**src/rtl/ibuf_pkg.sv**
```systemverilog
package ibuf_pkg;

    typedef enum logic {
        MODE_STANDALONE = 1'b0,
        MODE_MONITOR    = 1'b1
    } ibuf_mode_e;

    typedef struct packed {
        logic irq;
        logic dma;
    } ibuf_route_t;

    function automatic ibuf_route_t route_req(input logic req,
                                              input logic use_dma,
                                              input logic int_en);
        ibuf_route_t r;
        r.irq = req & ~use_dma & int_en;
        r.dma = req & use_dma;
        return r;
    endfunction

endpackage

```
**src/rtl/ibuf_slot.sv**
```systemverilog
module ibuf_slot #(
    parameter int DATA_W = 16
) (
    input  logic              clk,
    input  logic              rst,
    input  logic              soft_rst,
    input  logic              wr_valid,
    input  logic [DATA_W-1:0] wr_data,
    input  logic              flt_ready,
    output logic              full,
    output logic [DATA_W-1:0] data,
    output logic              take
);
    logic load;

    assign take = full & flt_ready;
    assign load = wr_valid & (~full | take);

    always_ff @(posedge clk) begin
        if (rst || soft_rst) begin
            full <= 1'b0;
            data <= '0;
        end else if (load) begin
            full <= 1'b1;
            data <= wr_data;
        end else if (take) begin
            full <= 1'b0;
        end
    end

    assert_hold_when_full_R2: assert property (@(posedge clk) disable iff (rst)
        (full && !flt_ready && !soft_rst) |=> (full && $stable(data)));

    assert_soft_empty_R10: assert property (@(posedge clk) disable iff (rst)
        soft_rst |=> !full);

endmodule

```
**src/rtl/ibuf_mon.sv**
```systemverilog
module ibuf_mon #(
    parameter int DATA_W = 16
) (
    input  logic              clk,
    input  logic              rst,
    input  logic              soft_rst,
    input  logic              mode_dbg,
    input  logic              take,
    input  logic [DATA_W-1:0] take_data,
    input  logic              clr_req,
    input  logic              rd_ack,
    input  logic              clr_ovr,
    output logic              pend,
    output logic              ovr,
    output logic [DATA_W-1:0] mon_data
);
    import ibuf_pkg::*;

    logic handoff;
    assign handoff = (ibuf_mode_e'(mode_dbg) == MODE_MONITOR) & take;

    always_ff @(posedge clk) begin
        if (rst || soft_rst) begin
            pend     <= 1'b0;
            ovr      <= 1'b0;
            mon_data <= '0;
        end else begin
            if (ibuf_mode_e'(mode_dbg) != MODE_MONITOR)
                pend <= 1'b0;
            else if (handoff)
                pend <= 1'b1;
            else if (clr_req || rd_ack)
                pend <= 1'b0;

            if (handoff && pend)
                ovr <= 1'b1;
            else if (clr_ovr)
                ovr <= 1'b0;

            if (handoff)
                mon_data <= take_data;
        end
    end

    assert_ovr_on_miss_R5: assert property (@(posedge clk) disable iff (rst)
        (mode_dbg && take && pend && !soft_rst) |=> ovr);

    assert_set_beats_clear_R6: assert property (@(posedge clk) disable iff (rst)
        (mode_dbg && take && !soft_rst) |=> pend);

    assert_ovr_sticky_R7: assert property (@(posedge clk) disable iff (rst)
        (ovr && !clr_ovr && !soft_rst) |=> ovr);

endmodule

```
**src/rtl/ibuf_route.sv**
```systemverilog
module ibuf_route (
    input  logic mode_dbg,
    input  logic dma_sel,
    input  logic irq_en,
    input  logic slot_full,
    input  logic pend,
    output logic irq,
    output logic dma_req
);
    import ibuf_pkg::*;

    logic        req;
    ibuf_route_t r;

    always_comb begin
        req     = (ibuf_mode_e'(mode_dbg) == MODE_MONITOR) ? pend : ~slot_full;
        r       = route_req(req, dma_sel, irq_en);
        irq     = r.irq;
        dma_req = r.dma;
    end

    always_comb begin
        assert_one_target_R8: assert (!(irq && dma_req));
    end

endmodule

```
**src/rtl/ibuf_req_monitor.sv**
```systemverilog
module ibuf_req_monitor #(
    parameter int DATA_W = 16
) (
    input  logic              clk,
    input  logic              rst,
    input  logic              mode_dbg,
    input  logic              dma_sel,
    input  logic              irq_en,
    input  logic              soft_rst,
    input  logic              wr_valid,
    input  logic [DATA_W-1:0] wr_data,
    input  logic              flt_ready,
    output logic              flt_valid,
    output logic [DATA_W-1:0] flt_data,
    output logic [DATA_W-1:0] mon_data,
    input  logic              mon_rd,
    input  logic              clr_req,
    input  logic              clr_ovr,
    output logic              irq,
    output logic              dma_req,
    output logic              ovr
);
    logic slot_full;
    logic take;
    logic pend;

    ibuf_slot #(.DATA_W(DATA_W)) u_slot (
        .clk       (clk),
        .rst       (rst),
        .soft_rst  (soft_rst),
        .wr_valid  (wr_valid),
        .wr_data   (wr_data),
        .flt_ready (flt_ready),
        .full      (slot_full),
        .data      (flt_data),
        .take      (take)
    );

    ibuf_mon #(.DATA_W(DATA_W)) u_mon (
        .clk       (clk),
        .rst       (rst),
        .soft_rst  (soft_rst),
        .mode_dbg  (mode_dbg),
        .take      (take),
        .take_data (flt_data),
        .clr_req   (clr_req),
        .rd_ack    (mon_rd & dma_sel),
        .clr_ovr   (clr_ovr),
        .pend      (pend),
        .ovr       (ovr),
        .mon_data  (mon_data)
    );

    ibuf_route u_route (
        .mode_dbg  (mode_dbg),
        .dma_sel   (dma_sel),
        .irq_en    (irq_en),
        .slot_full (slot_full),
        .pend      (pend),
        .irq       (irq),
        .dma_req   (dma_req)
    );

    assign flt_valid = slot_full;

    assert_reset_clean_R11: assert property (@(posedge clk)
        rst |=> (!flt_valid && !ovr && mon_data == '0));

    assert_write_fills_R1: assert property (@(posedge clk) disable iff (rst)
        (wr_valid && !flt_valid && !soft_rst) |=> flt_valid);

endmodule

```
**config.mk**
```make
export PLATFORM = sky130hd
export DESIGN_NAME = ibuf_req_monitor
export DESIGN_NICKNAME = d
export VERILOG_FILES = /design/src/rtl/ibuf_pkg.sv /design/src/rtl/ibuf_slot.sv /design/src/rtl/ibuf_mon.sv /design/src/rtl/ibuf_route.sv /design/src/rtl/ibuf_req_monitor.sv
export SDC_FILE = /design/constraint.sdc
export NUM_CORES = 1
export LEC_CHECK = 0
export BUFFER_PORTS_ARGS = -buffer_cell sky130_fd_sc_hd__buf_2
export CORE_ASPECT_RATIO = 0.5
export CORE_UTILIZATION = 35
export DETAILED_ROUTE_END_ITERATION = 6
export SLEW_MARGIN = 5
export SYNTH_ARGS = -nofsm -noshare
export SYNTH_HDL_FRONTEND = slang
export SYNTH_SLANG_ARGS = --single-unit
```
**constraint.sdc**
```tcl
create_clock -name clk -period 1.1 [get_ports clk]
set_input_delay 0.11 -clock clk [delete_from_list [all_inputs] [get_ports clk]]
set_output_delay 0.11 -clock clk [all_outputs]
set_load 0.05 [all_outputs]
```
==> results of run 1 <==
==> layout make-up <==
type                    count  area (µm²)  share of cell area (%)
inverters                   4        17.5                   0.941
well taps                  51        63.8                    3.43
flip-flops and latches     35         706                    37.9
multi-input cells          96         579                    31.1
clock inverters             1        5.00                   0.269
clock buffers               7        76.3                    4.10
repair buffers             68         414                    22.2
==> power groups by stage <==
| stage | logic [W] | clock network, W | registers (W) |
|---|---|---|---|
| 6_report | 0.000332 | 0.000865 | 0.00130 |
| 5_1_grt | 0.000355 | 0.000958 | 0.00130 |
| 4_1_cts | 0.000329 | 0.000914 | 0.00130 |
| 3_5_place_dp | 0.000310 | 0 | 0.00133 |
| 3_3_place_gp | 0.000306 | 0 | 0.00133 |
| 2_1_floorplan | 0.000135 | 0 | 0.00141 |
==> cell usage in the layout, fill, tap and decap left out <==
cell	synthesis	routed
a21boi_4	0	1
a21oi_1	2	2
buf_12	1	2
buf_2	7	59
buf_4	0	2
buf_6	1	3
buf_8	0	2
clkbuf_1	1	2
clkbuf_8	0	5
clkinv_2	0	1
dfxtp_1	35	33
dfxtp_2	0	1
dfxtp_4	0	1
inv_1	3	2
inv_2	1	1
inv_4	0	1
mux2i_1	17	16
mux2i_4	0	1
nand2_1	36	36
nand3_1	16	16
nand3_2	1	1
nand3b_1	1	1
nor2_1	2	1
nor2_2	1	1
nor2_4	0	1
nor3b_4	0	1
o21ai_0	9	9
o21ai_1	7	7
o32ai_1	1	1
or2_2	1	1
==> kinds of logic after synthesis <==
| group | share of synthesized area (%) |
|---|---|
| simple gates | 19.6 |
| flops | 52.8 |
| compound gates | 8.30 |
| mux | 12.8 |
| buf+inv | 6.41 |
==> through the flow <==
stage	cells	total power, W	utilization (%)	TNS [ns]	worst slack, ns
floorplan	145	0.00154	-	-0.0492	-0.0492
CTS	262	0.00254	52.4	-0.418	-0.140
finish	262	0.00250	52.8	-0.452	-0.130
detailed placement	253	0.00164	49.0	0	0.0286
global route	262	0.00261	52.8	-1.43	-0.177
global placement	253	0.00163	49.0	0	0.0869
==> state kept, by name, summed over array words and instances (netlist names) <==
name	cells
u_mon.mon_data	16
u_slot.data	16
u_mon.pend	1
u_mon.ovr	1
u_slot.full	1
==> worst max-delay path, stage by stage (launching register included) <==
cell,delay (ns)
dfxtp_4,0.35
inv_4,0.05
mux2i_4,0.07
nor3b_4,0.19
buf_6,0.18
==> routing by layer <==
metal,track usage [%],vias to the layer above,share of wire (%)
li1,-,616,-
met1,17.7,539,44
met2,25.7,30,50
met3,4.53,2,5.4
met4,5.71,0,0.48
met5,0,-,0
==> timing repair <==
| item | in CTS | in global routing |
|---|---|---|
| setup buffers | 1 | 0 |
| gates resized for setup | 10 | 3 |
| endpoints found under the setup margin | 2 | 19 |
| pin swaps | 1 | 0 |
==> final timing paths <==
kind              cells past startpoint  slack (ns)           endpoint
hold / removal                        2        0.03          u_mon.ovr
setup / recovery                      4       -0.13                irq
setup reg to reg                      4       -0.05     u_slot.data[2]
hold reg to reg                       2        0.46  u_mon.mon_data[1]
==> report_table.html, run 1 <==
<table>
<tr><th>Metric</th><th>Value</th></tr>
<tr><th colspan="2">Status</th></tr>
<tr><td>Outcome</td><td>finished, violations left</td></tr>
<tr><td>Violated checks</td><td>setup timing</td></tr>
<tr><th colspan="2">Drt</th></tr>
<tr><td>Overall via count from detail_route</td><td>about 1200</td></tr>
<tr><td>Total routed wirelength</td><td>2910 µm</td></tr>
<tr><td>Count of routing violations after the opening detailed-route iteration</td><td>39</td></tr>
<tr><td>Routed vias/inst</td><td>roughly 4.5</td></tr>
<tr><td>Routed wire length per instance</td><td>11.1 µm</td></tr>
<tr><td>DRC</td><td>0</td></tr>
<tr><td>Detailed-routing iteration count for the pre-antenna-repair pass</td><td>3</td></tr>
<tr><td>Post-route antenna net violation count</td><td>0</td></tr>
<tr><th colspan="2">Cells and area</th></tr>
<tr><td>Number of nets in the final layout</td><td>roughly 240</td></tr>
<tr><td>Layout overhead on the synthesized area</td><td>40.4%</td></tr>
<tr><td>Share of post-route cells with drive strength above 1</td><td>40.3%</td></tr>
<tr><td>Post-route cell area</td><td>around 1900 µm²</td></tr>
<tr><td>Filler instances</td><td>between 300 and 400</td></tr>
<tr><td>Number of diodes added for antenna fixing</td><td>0</td></tr>
<tr><th colspan="2">Synthesis</th></tr>
<tr><td>Proportion of netlist area held by the largest area contributor</td><td>52.8%</td></tr>
<tr><td>Number of enable-type register cells in the synthesized netlist</td><td>0</td></tr>
<tr><td>Fraction of registers with async set/reset</td><td>0%</td></tr>
<tr><td>Fraction of the yosys area taken by sequential cells</td><td>around 53%</td></tr>
<tr><td>Warnings from Yosys</td><td>0</td></tr>
<tr><td>Synthesized cell area</td><td>1330 µm²</td></tr>
<tr><td>List of most frequent post-synthesis cells</td><td>nand2_1, dfxtp_1, mux2i_1</td></tr>
<tr><td>Most repeated cell in the gate-level netlist after synthesis</td><td>nand2_1</td></tr>
<tr><td>Top flip-flop cell by instance count after synthesis</td><td>dfxtp_1</td></tr>
<tr><td>Number of register bits inferred by synthesis</td><td>35</td></tr>
<tr><td>Leading cell types by total area after synthesis</td><td>dfxtp_1, mux2i_1, nand2_1, nand3_1, o21ai_0</td></tr>
<tr><td>Synth cell types</td><td>21</td></tr>
<tr><td>Syn_area_per_cell</td><td>9.15 µm²</td></tr>
<tr><td>Gate count after technology mapping</td><td>145</td></tr>
<tr><td>Syn_nets</td><td>172</td></tr>
<tr><td>Cell type contributing the most total cell area after synthesis</td><td>dfxtp_1</td></tr>
<tr><th colspan="2">Worst setup path</th></tr>
<tr><td>Timing startpoint of the critical path</td><td>u_slot.full</td></tr>
<tr><td>Critical path start-end classification</td><td>reg -&gt; out</td></tr>
<tr><td>CP arrival</td><td>1.12 ns</td></tr>
<tr><td>Critical register-to-register path startpoint</td><td>u_slot.full</td></tr>
<tr><td>CP endpoint kind</td><td>output pin</td></tr>
<tr><td>Category of the worst setup path launch point</td><td>flop</td></tr>
<tr><td>Maximum fanout count along the critical path</td><td>2</td></tr>
<tr><td>Data required time of the critical path</td><td>0.99 ns</td></tr>
<tr><th colspan="2">STA</th></tr>
<tr><td>Worst hold slack</td><td>0.0286 ns</td></tr>
<tr><td>PnR worst setup slack</td><td>-0.130 ns</td></tr>
<tr><td>Post-route minimum period</td><td>around 1.2 ns</td></tr>
<tr><td>Unrepaired setup endpoints after global routing</td><td>yes</td></tr>
<tr><td>Total count of hold-check failures in the final report</td><td>0</td></tr>
<tr><td>Share of the clock period used by the worst path after layout</td><td>112%</td></tr>
<tr><td>Number of pins exceeding their max-slew limit in the final report</td><td>0</td></tr>
<tr><td>Final-report setup violation count</td><td>18</td></tr>
<tr><td>Relative slew margins</td><td>~83%</td></tr>
<tr><td>Setup clock skew after layout</td><td>0.00275 ns</td></tr>
<tr><td>Worst slew pin tran</td><td>0.259 ns</td></tr>
<tr><td>Max frequency</td><td>0.813 GHz</td></tr>
<tr><th colspan="2">Pwr</th></tr>
<tr><td>VDD IR-drop max</td><td>between 0.0005 and 0.0006 V</td></tr>
<tr><td>Power share of the combinational group</td><td>between 10% and 20%</td></tr>
<tr><td>Clock share of power</td><td>34.7%</td></tr>
<tr><td>Switching power</td><td>0.000637 W</td></tr>
<tr><td>Cell Pwr Density</td><td>1340 nW/µm²</td></tr>
<tr><td>Leak Pwr</td><td>0.866 nW</td></tr>
<tr><td>Fraction of power spent switching nets</td><td>between 20% and 30%</td></tr>
<tr><td>Part of the power in registers</td><td>roughly 52%</td></tr>
<tr><td>Internal power contribution</td><td>roughly 0.0019 W</td></tr>
<tr><th colspan="2">CTS</th></tr>
<tr><td>Post-cts hold buffer count</td><td>0</td></tr>
<tr><td>Clock buffers created by TritonCTS</td><td>5</td></tr>
<tr><td>Clock tree root driver cell</td><td>clkbuf_8</td></tr>
<tr><td>Clock latency reported for the late side of the worst-skew pair</td><td>0.27 ns</td></tr>
<tr><td>Clock Path Buffers</td><td>2</td></tr>
<tr><td>Clock-pin slew of the registers on the worst-case setup and hold paths</td><td>about 0.060 ns</td></tr>
<tr><td>H-Tree Depth</td><td>2</td></tr>
<tr><td>Clock sink count</td><td>35</td></tr>
<tr><td>TritonCTS clock tree</td><td>done</td></tr>
<tr><th colspan="2">Die</th></tr>
<tr><td>Die boundary width</td><td>between 80 and 90 µm</td></tr>
<tr><td>Die boundary height</td><td>roughly 46 µm</td></tr>
<tr><td>Row cnt</td><td>15</td></tr>
<tr><td>Die area</td><td>4050 µm²</td></tr>
<tr><td># IOs</td><td>63</td></tr>
<tr><td>Initial Util</td><td>between 30% and 40%</td></tr>
<tr><td>Core Footprint</td><td>3530 µm²</td></tr>
<tr><th colspan="2">Hold path</th></tr>
<tr><td>HP Class</td><td>in -&gt; reg</td></tr>
<tr><td>Hold path startpoint</td><td>clr_ovr</td></tr>
<tr><th colspan="2">Place</th></tr>
<tr><td>Final RePlAce weighted congestion</td><td>roughly 0.69</td></tr>
<tr><td>Placed Instance Area</td><td>1730 µm²</td></tr>
<tr><td>DP HPWL</td><td>2050 µm</td></tr>
<tr><td>Number of port buffers</td><td>62</td></tr>
<tr><th colspan="2">Global route</th></tr>
<tr><td>Maximum number of pins on one net before global-route repair</td><td>43</td></tr>
<tr><td>Global-route usage over all layers</td><td>between 10% and 20%</td></tr>
<tr><td>First-pass GRT wire length</td><td>4440 µm</td></tr>
<tr><td>Antenna violations before repair</td><td>0</td></tr>
<tr><td>Global route total overflow</td><td>0</td></tr>
<tr><td>Via count of the first global-routing pass</td><td>~1000</td></tr>
<tr><th colspan="2">Run</th></tr>
<tr><td>Max cap viols</td><td>0</td></tr>
</table>
Note: power is estimated with default switching activity, not from simulation.
==> run 2, diff against run 1 <==
--- a/config.mk
+++ b/config.mk
@@ -9,6 +9,7 @@
 export CORE_ASPECT_RATIO = 0.5
 export CORE_UTILIZATION = 35
 export DETAILED_ROUTE_END_ITERATION = 6
+export REMOVE_ABC_BUFFERS = 1
 export SLEW_MARGIN = 5
 export SYNTH_ARGS = -nofsm -noshare
 export SYNTH_HDL_FRONTEND = slang
==> run 2 against run 1 <==
Effect of this change:
- the flow still finishes with violations (setup timing)
- non-clock buffer count is 1 higher
- clock-buffer cell count stayed put
- register-to-register slack worse by 0.05 ns
==> report_table.html, run 2 (synthesized netlist as in run 1, its figures left out) <==
<table>
<tr><th>Metric</th><th>Value</th></tr>
<tr><th colspan="2">STA</th></tr>
<tr><td>Max frequency</td><td>0.798 GHz (-1.8%)</td></tr>
<tr><td>Relative slew margins</td><td>83.1% (+0.21 points)</td></tr>
<tr><td>Worst slew pin tran</td><td>0.256 ns (-0.00320 ns)</td></tr>
<tr><td>Setup clock skew after layout</td><td>0.00836 ns (+0.00561 ns)</td></tr>
<tr><td>Final TNS setup</td><td>-1.48 ns (-1.03 ns)</td></tr>
<tr><td>PnR worst setup slack</td><td>-0.153 ns (-0.0230 ns)</td></tr>
<tr><td>Number of pins exceeding their max-slew limit in the final report</td><td>0 (unchanged)</td></tr>
<tr><td>Post-route minimum period</td><td>1.25 ns (+0.0230 ns)</td></tr>
<tr><td>Share of the clock period used by the worst path after layout</td><td>114% (+2.1 points)</td></tr>
<tr><td>Final-report setup violation count</td><td>19 (+1)</td></tr>
<tr><td>Total count of hold-check failures in the final report</td><td>0 (unchanged)</td></tr>
<tr><td>Unrepaired setup endpoints after global routing</td><td>yes</td></tr>
<tr><th colspan="2">Worst setup path</th></tr>
<tr><td>Largest stage delay on the critical path</td><td>0.34 ns (about the same)</td></tr>
<tr><td>Data required time of the critical path</td><td>0.99 ns (about the same)</td></tr>
<tr><td>Category of the worst setup path launch point</td><td>flop</td></tr>
<tr><td>CP endpoint kind</td><td>output pin</td></tr>
<tr><td>Maximum fanout count along the critical path</td><td>2 (unchanged)</td></tr>
<tr><td>Ordered cell list for the critical path</td><td>inv_2, mux2i_2, nor3b_2, buf_6</td></tr>
<tr><td>Timing startpoint of the critical path</td><td>u_slot.full</td></tr>
<tr><td>Critical path start-end classification</td><td>reg -&gt; out</td></tr>
<tr><td>Reg2reg end</td><td>u_slot.data[5]</td></tr>
<tr><td>CP arrival</td><td>1.14 ns (+0.02 ns)</td></tr>
<tr><td>Reg-to-reg setup timing slack</td><td>-0.10 ns (-0.05 ns)</td></tr>
<tr><td>Cell count of the worst reg-to-reg path</td><td>5 (+1)</td></tr>
<tr><td>Critical register-to-register path startpoint</td><td>u_slot.full</td></tr>
<tr><td>Slowest cell on the critical path</td><td>dfxtp_4</td></tr>
<tr><th colspan="2">Global route</th></tr>
<tr><td>Maximum number of pins on one net before global-route repair</td><td>51 (+19%)</td></tr>
<tr><td>Antenna violations before repair</td><td>0 (unchanged)</td></tr>
<tr><td>Global-route met2 utilization</td><td>20.5% (-5.2 points)</td></tr>
<tr><td>Global-route usage over all layers</td><td>13.7% (-1.1 points)</td></tr>
<tr><td>Via count of the first global-routing pass</td><td>923 (-8.9%)</td></tr>
<tr><td>First-pass GRT wire length</td><td>4080 µm (-8.1%)</td></tr>
<tr><td>Met3 track utilization from global routing</td><td>4.35% (-0.18 points)</td></tr>
<tr><td>Busiest layer in global routing</td><td>met2</td></tr>
<tr><td>Global route total overflow</td><td>0 (unchanged)</td></tr>
<tr><td>Global routing usage on met1</td><td>18.2% (+0.51 points)</td></tr>
<tr><th colspan="2">Drt</th></tr>
<tr><td>Detailed-routing iteration count for the pre-antenna-repair pass</td><td>4 (+1)</td></tr>
<tr><td>Routed wire length per instance</td><td>11.0 µm (-1.3%)</td></tr>
<tr><td>Overall via count from detail_route</td><td>1170 (-1.4%)</td></tr>
<tr><td>DRC</td><td>0 (unchanged)</td></tr>
<tr><td>Total routed wirelength</td><td>2880 µm (-0.93%)</td></tr>
<tr><td>Routed vias/inst</td><td>4.45 (-1.8%)</td></tr>
<tr><td>Post-route antenna net violation count</td><td>0 (unchanged)</td></tr>
<tr><td>Count of routing violations after the opening detailed-route iteration</td><td>30 (-23%)</td></tr>
<tr><th colspan="2">Place</th></tr>
<tr><td>Final RePlAce weighted congestion</td><td>0.691 (+0.35%)</td></tr>
<tr><td>DP HPWL</td><td>2000 µm (-2.2%)</td></tr>
<tr><td>Number of port buffers</td><td>62 (unchanged)</td></tr>
<tr><th colspan="2">Status</th></tr>
<tr><td>Outcome</td><td>finished, violations left</td></tr>
<tr><td>Violated checks</td><td>setup timing</td></tr>
<tr><th colspan="2">Cells and area</th></tr>
<tr><td>Share of post-route cells with drive strength above 1</td><td>40.1% (-0.19 points)</td></tr>
<tr><td>Registers with the highest flip-flop counts</td><td>u_mon.mon_data: 16 flops, u_slot.data: 16 flops</td></tr>
<tr><td>Number of nets in the final layout</td><td>238 (+0.42%)</td></tr>
<tr><td>Most frequent standard cell in the layout excluding fill and tap cells</td><td>buf_2</td></tr>
<tr><td>Number of diodes added for antenna fixing</td><td>0 (unchanged)</td></tr>
<tr><td>Layout overhead on the synthesized area</td><td>39.1%</td></tr>
<tr><td>Most frequent cells in the layout</td><td>buf_2, nand2_1, dfxtp_1</td></tr>
<tr><th colspan="2">CTS</th></tr>
<tr><td>Clock sink count</td><td>35 (unchanged)</td></tr>
<tr><td>Clock latency reported for the late side of the worst-skew pair</td><td>0.28 ns (about the same)</td></tr>
<tr><td>H-Tree Depth</td><td>2 (unchanged)</td></tr>
<tr><td>Post-cts hold buffer count</td><td>0 (unchanged)</td></tr>
<tr><td>Clock buffers created by TritonCTS</td><td>5 (unchanged)</td></tr>
<tr><td>TritonCTS clock tree</td><td>done</td></tr>
<tr><td>Clock-pin slew of the registers on the worst-case setup and hold paths</td><td>0.06 ns (about the same)</td></tr>
<tr><td>Clock tree root driver cell</td><td>clkbuf_8</td></tr>
<tr><td>Clock Path Buffers</td><td>2 (unchanged)</td></tr>
<tr><th colspan="2">Pwr</th></tr>
<tr><td>Leak Pwr</td><td>0.864 nW (-0.23%)</td></tr>
<tr><td>VDD IR-drop max</td><td>0.000388 V (-28%)</td></tr>
<tr><td>Part of the power in registers</td><td>52.0% (about the same)</td></tr>
<tr><td>Clock share of power</td><td>35.1% (+0.4 points)</td></tr>
<tr><td>Power share of the combinational group</td><td>12.9% (-0.4 points)</td></tr>
<tr><td>Cell Pwr Density</td><td>1350 nW/µm² (+1.0%)</td></tr>
<tr><td>Internal power contribution</td><td>0.00185 W (-0.28%)</td></tr>
<tr><td>Design Power</td><td>0.00250 W (about the same)</td></tr>
<tr><td>Switching power</td><td>0.000644 W (+1.2%)</td></tr>
<tr><td>Fraction of power spent switching nets</td><td>25.8% (+0.28 points)</td></tr>
<tr><th colspan="2">Hold path</th></tr>
<tr><td>HP Class</td><td>in -&gt; reg</td></tr>
<tr><td>Hold path startpoint</td><td>clr_ovr</td></tr>
<tr><td>Hold Path Sink</td><td>u_mon.ovr</td></tr>
<tr><td>Count of cells along the worst hold path</td><td>2 (unchanged)</td></tr>
<tr><th colspan="2">Die</th></tr>
<tr><td>Initial Util</td><td>37.6% (unchanged)</td></tr>
<tr><td>Core Footprint</td><td>3530 µm² (unchanged)</td></tr>
<tr><td>Die area</td><td>4050 µm² (unchanged)</td></tr>
<tr><td>Die boundary height</td><td>45.5 µm (unchanged)</td></tr>
<tr><td>Die boundary width</td><td>89.1 µm (unchanged)</td></tr>
<tr><td># IOs</td><td>63 (unchanged)</td></tr>
<tr><td>Row cnt</td><td>15 (unchanged)</td></tr>
<tr><th colspan="2">Run</th></tr>
<tr><td>Max cap viols</td><td>0 (unchanged)</td></tr>
</table>
run 2: cell types whose count changed in the layout (fill, tap and decap cells not counted), sizes merged:
| cell | change |
|---|---|
| buf | +1 |
run 2: layout make-up:
cell class	count	area (µm²)
clock buffer	7	76.3
clock inverter	1	5.00
fill	359	1680
inverter	4	15.0
multi-input combinational	96	562
sequential	35	706
tap	51	63.8
timing repair buffer	69	417
run 2: worst max path at each step:
stage               slack, ns  end
floorplan               -0.88  irq
global placement         0.04  irq
CTS                     -0.18  irq
finish                  -0.15  irq
global route            -0.21  irq
detailed placement      0.005  irq
run 2: through the flow:
step	util (%)	cells	hold WS, ns	cell area (µm²)	setup slack, ns
6_report	52.3	263	0.0327	1840	-0.153
5_1_grt	52.3	263	0.0266	1840	-0.210
4_1_cts	50.7	262	0.0222	1790	-0.184
3_5_place_dp	47.8	253	0.321	1690	0.00477
3_3_place_gp	47.8	253	0.318	1690	0.0419
2_1_floorplan	-	135	0.224	1260	-0.879
run 2: routing by layer:
layer / part of all wire [%] / routed length [µm] / vias up
li1: - / - / 620
met1: 47 / 1350 / 517
met2: 47 / 1350 / 28
met3: 5.0 / 143 / 5
met4: 1.2 / 34 / 0
met5: 0 / 0 / -
run 2: critical path, delay by kind of cell (launching register included):
family                 cells  cell delay, ns
buffers and inverters      2            0.23
DFF                        1            0.34
and+or+nand+nor            1            0.23
muxes                      1            0.07
run 2: power groups by stage:
stage                     sequential, W  combinational [W]  clock, W
after floorplan                 0.00141           0.000103         0
final                           0.00130           0.000323  0.000877
after detailed placement        0.00133           0.000294         0
after CTS                       0.00130           0.000304  0.000914
after global routing            0.00130           0.000347  0.000952
after global placement          0.00133           0.000291         0
run 2: what timing repair did:
action                     CTS  global route
setup endpoints to repair    3            18
setup buffers                1             1
pin swaps                    1             1
resized for setup            7            12
gates cloned                 0             0
